$ cat config.mk
export PLATFORM = sky130hd
export DESIGN_NAME = pg_monitor
export DESIGN_NICKNAME = d
export VERILOG_FILES = /design/src/rtl/pg_monitor_pkg.sv /design/src/rtl/pg_cond_decode.sv /design/src/rtl/pg_deglitch.sv /design/src/rtl/pg_state_track.sv /design/src/rtl/pg_monitor.sv
export SDC_FILE = /design/constraint.sdc
export NUM_CORES = 1
export LEC_CHECK = 0
export CORE_AREA = 2 2 39 41
export CTS_BUF_LIST = sky130_fd_sc_hd__clkbuf_2 sky130_fd_sc_hd__clkbuf_4 sky130_fd_sc_hd__clkbuf_8
export CTS_CLUSTER_SIZE = 8
export DETAILED_ROUTE_END_ITERATION = 12
export DIE_AREA = 0 0 41 43
export HOLD_SLACK_MARGIN = 0.1
export SYNTH_ARGS = -nofsm -noshare
export SYNTH_HDL_FRONTEND = slang
export SYNTH_SLANG_ARGS = --single-unit
export TNS_END_PERCENT = 50
$ cat constraint.sdc
create_clock -name clk_i -period 3.7 [get_ports clk_i]
set_clock_uncertainty 0.1 [all_clocks]
set_input_delay 0.925 -clock clk_i [delete_from_list [all_inputs] [get_ports clk_i]]
set_output_delay 0.925 -clock clk_i [all_outputs]
set_load 0.01 [all_outputs]
$ cat src/rtl/pg_monitor_pkg.sv
package pg_monitor_pkg;
  typedef enum logic {
    PG_LOW      = 1'b0,
    PG_RELEASED = 1'b1
  } pg_state_e;
endpackage

$ cat src/rtl/pg_cond_decode.sv
module pg_cond_decode #(
  parameter int NUM_FAULTS = 3
) (
  input  logic                  fb_hi_i,
  input  logic                  fb_lo_i,
  input  logic                  ref_ok_i,
  input  logic [NUM_FAULTS-1:0] fault_i,
  output logic                  force_low_o,
  output logic                  rise_ok_o,
  output logic                  fall_req_o
);
  // Any fault source forces the request low with no qualification.
  assign force_low_o = |fault_i;
  // Rise needs upper trip and valid reference; fall on lower trip or lost reference.
  assign rise_ok_o   = fb_hi_i & ref_ok_i;
  assign fall_req_o  = fb_lo_i | ~ref_ok_i;
endmodule

$ cat src/rtl/pg_deglitch.sv
module pg_deglitch #(
  parameter int QUAL_TICKS = 48
) (
  input  logic clk_i,
  input  logic rst_ni,
  input  logic clear_i,
  input  logic pend_i,
  input  logic tick_i,
  output logic done_o
);
  localparam int CW = (QUAL_TICKS > 2) ? $clog2(QUAL_TICKS) : 1;
  localparam logic [CW-1:0] LAST = CW'(QUAL_TICKS - 1);

  logic [CW-1:0] cnt_q;

  assign done_o = pend_i & tick_i & ~clear_i & (cnt_q == LAST);

  always_ff @(posedge clk_i) begin
    if (!rst_ni) begin
      cnt_q <= '0;
    end else if (clear_i || !pend_i || done_o) begin
      cnt_q <= '0;
    end else if (tick_i) begin
      cnt_q <= cnt_q + 1'b1;
    end
  end

  a_r7_cnt_bound: assert property (@(posedge clk_i) disable iff (!rst_ni)
    cnt_q <= LAST);

  a_r7_restart: assert property (@(posedge clk_i) disable iff (!rst_ni)
    !pend_i |=> (cnt_q == '0));

  a_r10_no_tick_hold: assert property (@(posedge clk_i) disable iff (!rst_ni)
    (pend_i && !tick_i && !clear_i) |=> $stable(cnt_q));
endmodule

$ cat src/rtl/pg_state_track.sv
module pg_state_track
  import pg_monitor_pkg::*;
(
  input  logic clk_i,
  input  logic rst_ni,
  input  logic force_low_i,
  input  logic rise_ok_i,
  input  logic fall_req_i,
  input  logic done_i,
  output logic pend_o,
  output logic pg_rel_o
);
  pg_state_e st_q;

  // The condition being qualified depends on the present state (hysteresis).
  assign pend_o   = (st_q == PG_RELEASED) ? fall_req_i : rise_ok_i;
  assign pg_rel_o = (st_q == PG_RELEASED) & ~force_low_i;

  always_ff @(posedge clk_i) begin
    if (!rst_ni) begin
      st_q <= PG_LOW;
    end else if (force_low_i) begin
      st_q <= PG_LOW;
    end else if (done_i) begin
      st_q <= (st_q == PG_LOW) ? PG_RELEASED : PG_LOW;
    end
  end

  a_r8_force_clears: assert property (@(posedge clk_i) disable iff (!rst_ni)
    force_low_i |=> (st_q == PG_LOW));

  a_r2_rise_qualified: assert property (@(posedge clk_i) disable iff (!rst_ni)
    $rose(st_q == PG_RELEASED) |-> $past(rise_ok_i && done_i && !force_low_i));

  a_r4_fall_qualified: assert property (@(posedge clk_i) disable iff (!rst_ni)
    $fell(st_q == PG_RELEASED) |-> $past(force_low_i || (fall_req_i && done_i)));
endmodule

$ cat src/rtl/pg_monitor.sv
module pg_monitor #(
  parameter int QUAL_TICKS = 48
) (
  input  logic clk_i,
  input  logic rst_ni,
  input  logic tick_i,
  input  logic fb_hi_i,
  input  logic fb_lo_i,
  input  logic ref_ok_i,
  input  logic shdn_i,
  input  logic uvlo_i,
  input  logic tsd_i,
  output logic pg_rel_o
);
  localparam int NUM_FAULTS = 3;

  logic [NUM_FAULTS-1:0] fault_vec;
  logic force_low, rise_ok, fall_req, pend, done;

  assign fault_vec = {tsd_i, uvlo_i, shdn_i};

  pg_cond_decode #(.NUM_FAULTS(NUM_FAULTS)) u_decode (
    .fb_hi_i     (fb_hi_i),
    .fb_lo_i     (fb_lo_i),
    .ref_ok_i    (ref_ok_i),
    .fault_i     (fault_vec),
    .force_low_o (force_low),
    .rise_ok_o   (rise_ok),
    .fall_req_o  (fall_req)
  );

  pg_deglitch #(.QUAL_TICKS(QUAL_TICKS)) u_deglitch (
    .clk_i   (clk_i),
    .rst_ni  (rst_ni),
    .clear_i (force_low),
    .pend_i  (pend),
    .tick_i  (tick_i),
    .done_o  (done)
  );

  pg_state_track u_state (
    .clk_i       (clk_i),
    .rst_ni      (rst_ni),
    .force_low_i (force_low),
    .rise_ok_i   (rise_ok),
    .fall_req_i  (fall_req),
    .done_i      (done),
    .pend_o      (pend),
    .pg_rel_o    (pg_rel_o)
  );
endmodule

==> results.tsv <==
metric	value	unit
r2r_slack	2.28	ns
tightest_slew	0.364	ns
power.leakage	0.000178	uW
synth_top_family_by_area	simple AND/OR/NAND/NOR gates	
die_area	1760	sq um
syn_avg_cell_area	9.67	sq um
synth_cell_types	22	
synth.cell_area	358	sq um
crit_fanout	2	
area_growth	39.2	%
setup_tns	0	ns
hp-class	reg2reg	
cp.required	2.67	ns
worst-setup-path-type	in2out	
grt_usage	10.9	%
core	1380	sq um
drc	0	
synth_xor_area_share	7.34	%
antenna_found_initial	0	
synth_compound_area_share	8.39	%
clk_pin_slew	0.06	ns
cts_max_level	1	
max-cap-violations	0	
diodes	0	
ir_worst_vdd	155	uV
drtIter0Drc	2	
rsz0062_at_grt	no	
pin_count	10	
first_pass_iters	2	
timing.final.crit_share	88.3	%
timing.fmax	0.306	GHz
relSlewSlack	75.7	%
num_rows	14	
grt_pass1_vias	310	
synthAdderAreaFrac	3.50	%
wl_per_cell	11.0	um
start_util	25.9	%
vias	323	
utilization	36.0	%
dieWidth	41	um
portBuffers	9	
fin_cells	66	
clock_latency	0.26	ns
routed_wl	724	um
die_y	43	um
vias_per_cell	4.89	
power_density	338	nW/um^2
endpoint_kind	primary output	
yosysWarnings	0	
cts_num_sinks	7	
setup_viol	0	
ctsLongestPathBuffers	2	
syn-instance-count	37	
slew_viol_final	0	
status	finished clean	
cts_hold_buf	0	
grt_start_max_net_pins	7	
tritoncts	built	
gp_congestion	0.670	
post_cts_buffers	0	
gr-total-overflow	0	
critical_path_arrival	2.24	ns
ant_nets	0	
post_cts_resize_count	0	
finalCriticalPeriod	3.27	ns
fillers	147	
grt_pass1_wl	1200	um
post-place-cells	62	
nNetsFinal	61	
report.final.hold_viol_count	0	
yosysSeqAreaShare	39.2	%
start_kind	input pin	
root_buffer	clkbuf_4	
layout-drive-gt1-share	14.0	%
synth_seq_cells	7	
yosys-mux-area-fraction	5.59	%
synth_nets	47	
synthSimpleGateAreaFrac	36.0	%
cts_buffers	3	
[area by class of cell]
type	instances	area (sq um)	share of cell area (%)
clock buffers	4	30.0	6.03
multi-input cells	30	218	43.7
flip-flops and latches	7	140	28.1
well taps	16	20.0	4.02
repair buffers	9	90.1	18.1
[power breakdown]
part,total (uW),leakage (uW),internal (uW),switching (uW)
clock network,79.9,0.0000184,48.7,31.2
logic,13.0,0.000103,9.15,3.86
registers,75.6,0.0000564,75.5,0.0720
[cells in the final DEF, fill, tap and decap left out]
| master | Yosys | final |
|---|---|---|
| or3_1 | 2 | 2 |
| a211oi_2 | 1 | 1 |
| nor2_1 | 1 | 1 |
| xnor2_1 | 1 | 1 |
| ha_1 | 1 | 1 |
| a21o_1 | 1 | 1 |
| nor3_1 | 3 | 3 |
| nand4_2 | 1 | 1 |
| nand4b_1 | 1 | 1 |
| nand4_1 | 1 | 1 |
| mux2i_1 | 2 | 2 |
| nand2_1 | 4 | 4 |
| nand3_1 | 1 | 1 |
| clkdlybuf4s50_1 | 0 | 9 |
| xor2_1 | 2 | 2 |
| nor4b_2 | 1 | 1 |
| a21oi_1 | 1 | 1 |
| nor2b_1 | 2 | 2 |
| dfxtp_1 | 7 | 7 |
| o21ai_0 | 1 | 1 |
| clkbuf_4 | 0 | 4 |
| nor4b_1 | 1 | 1 |
| nand3b_1 | 1 | 1 |
| nand2b_1 | 1 | 1 |
[synthesized netlist by cell type]
library cell	n	area (sq um)
dfxtp_1	7	140
nand2_1	4	15.0
nor3_1	3	15.0
mux2i_1	2	20.0
nor2b_1	2	12.5
or3_1	2	12.5
xor2_1	2	17.5
a211oi_2	1	12.5
a21o_1	1	7.51
a21oi_1	1	5.00
ha_1	1	12.5
nand2b_1	1	6.26
nand3_1	1	5.00
nand3b_1	1	7.51
nand4_1	1	6.26
nand4_2	1	12.5
nand4b_1	1	8.76
nor2_1	1	3.75
nor4b_1	1	8.76
nor4b_2	1	15.0
o21ai_0	1	5.00
xnor2_1	1	8.76
[through the flow]
| step | hold slack [ns] | instance area, sq um | worst slack (ns) | total power [uW] |
|---|---|---|---|---|
| finish | 0.385 | 498 | 0.433 | 168 |
| global route | 0.402 | 498 | 0.365 | 176 |
| CTS | 0.392 | 498 | 0.420 | 173 |
| detailed placement | 0.382 | 468 | 0.418 | 90.1 |
| global placement | 0.372 | 468 | 0.442 | 89.9 |
| floorplan | 0.358 | 358 | 1.27 | 79.7 |
[flip-flops by register name (all words and copies together), names as in the netlist]
| register | count |
|---|---|
| u_deglitch.cnt_q | 6 |
| u_state.st_q | 1 |
[kinds of logic after synthesis]
kind of cell             Yosys count
AND/OR/NAND/NOR                   20
flip-flops                         7
AO/OA/AOI/OAI                      4
XOR/XNOR                           3
multiplexers                       2
adder cells (fa/ha/maj)            1
[critical path, stage by stage]
cell	delay [ns]
clkdlybuf4s50_1	0.44
nor4b_1	0.29
clkdlybuf4s50_1	0.58
[per-layer routing]
metal  GRT usage, %  wire length, um
met1           10.9              343
met2           15.0              321
met3           3.14               15
met4           14.0               43
met5              0                0
[worst paths after layout]
kind / from / to / cells after the start
max: uvlo_i / pg_rel_o / 3
min: u_deglitch.cnt_q[4]$_SDFFE_PP0P_ / u_deglitch.cnt_q[4]$_SDFFE_PP0P_ / 2
max reg2reg: u_deglitch.cnt_q[0]$_SDFFE_PP0P_ / u_deglitch.cnt_q[1]$_SDFFE_PP0P_ / 4
min reg2reg: u_deglitch.cnt_q[4]$_SDFFE_PP0P_ / u_deglitch.cnt_q[4]$_SDFFE_PP0P_ / 2
Power figures use the tool's default switching activity.
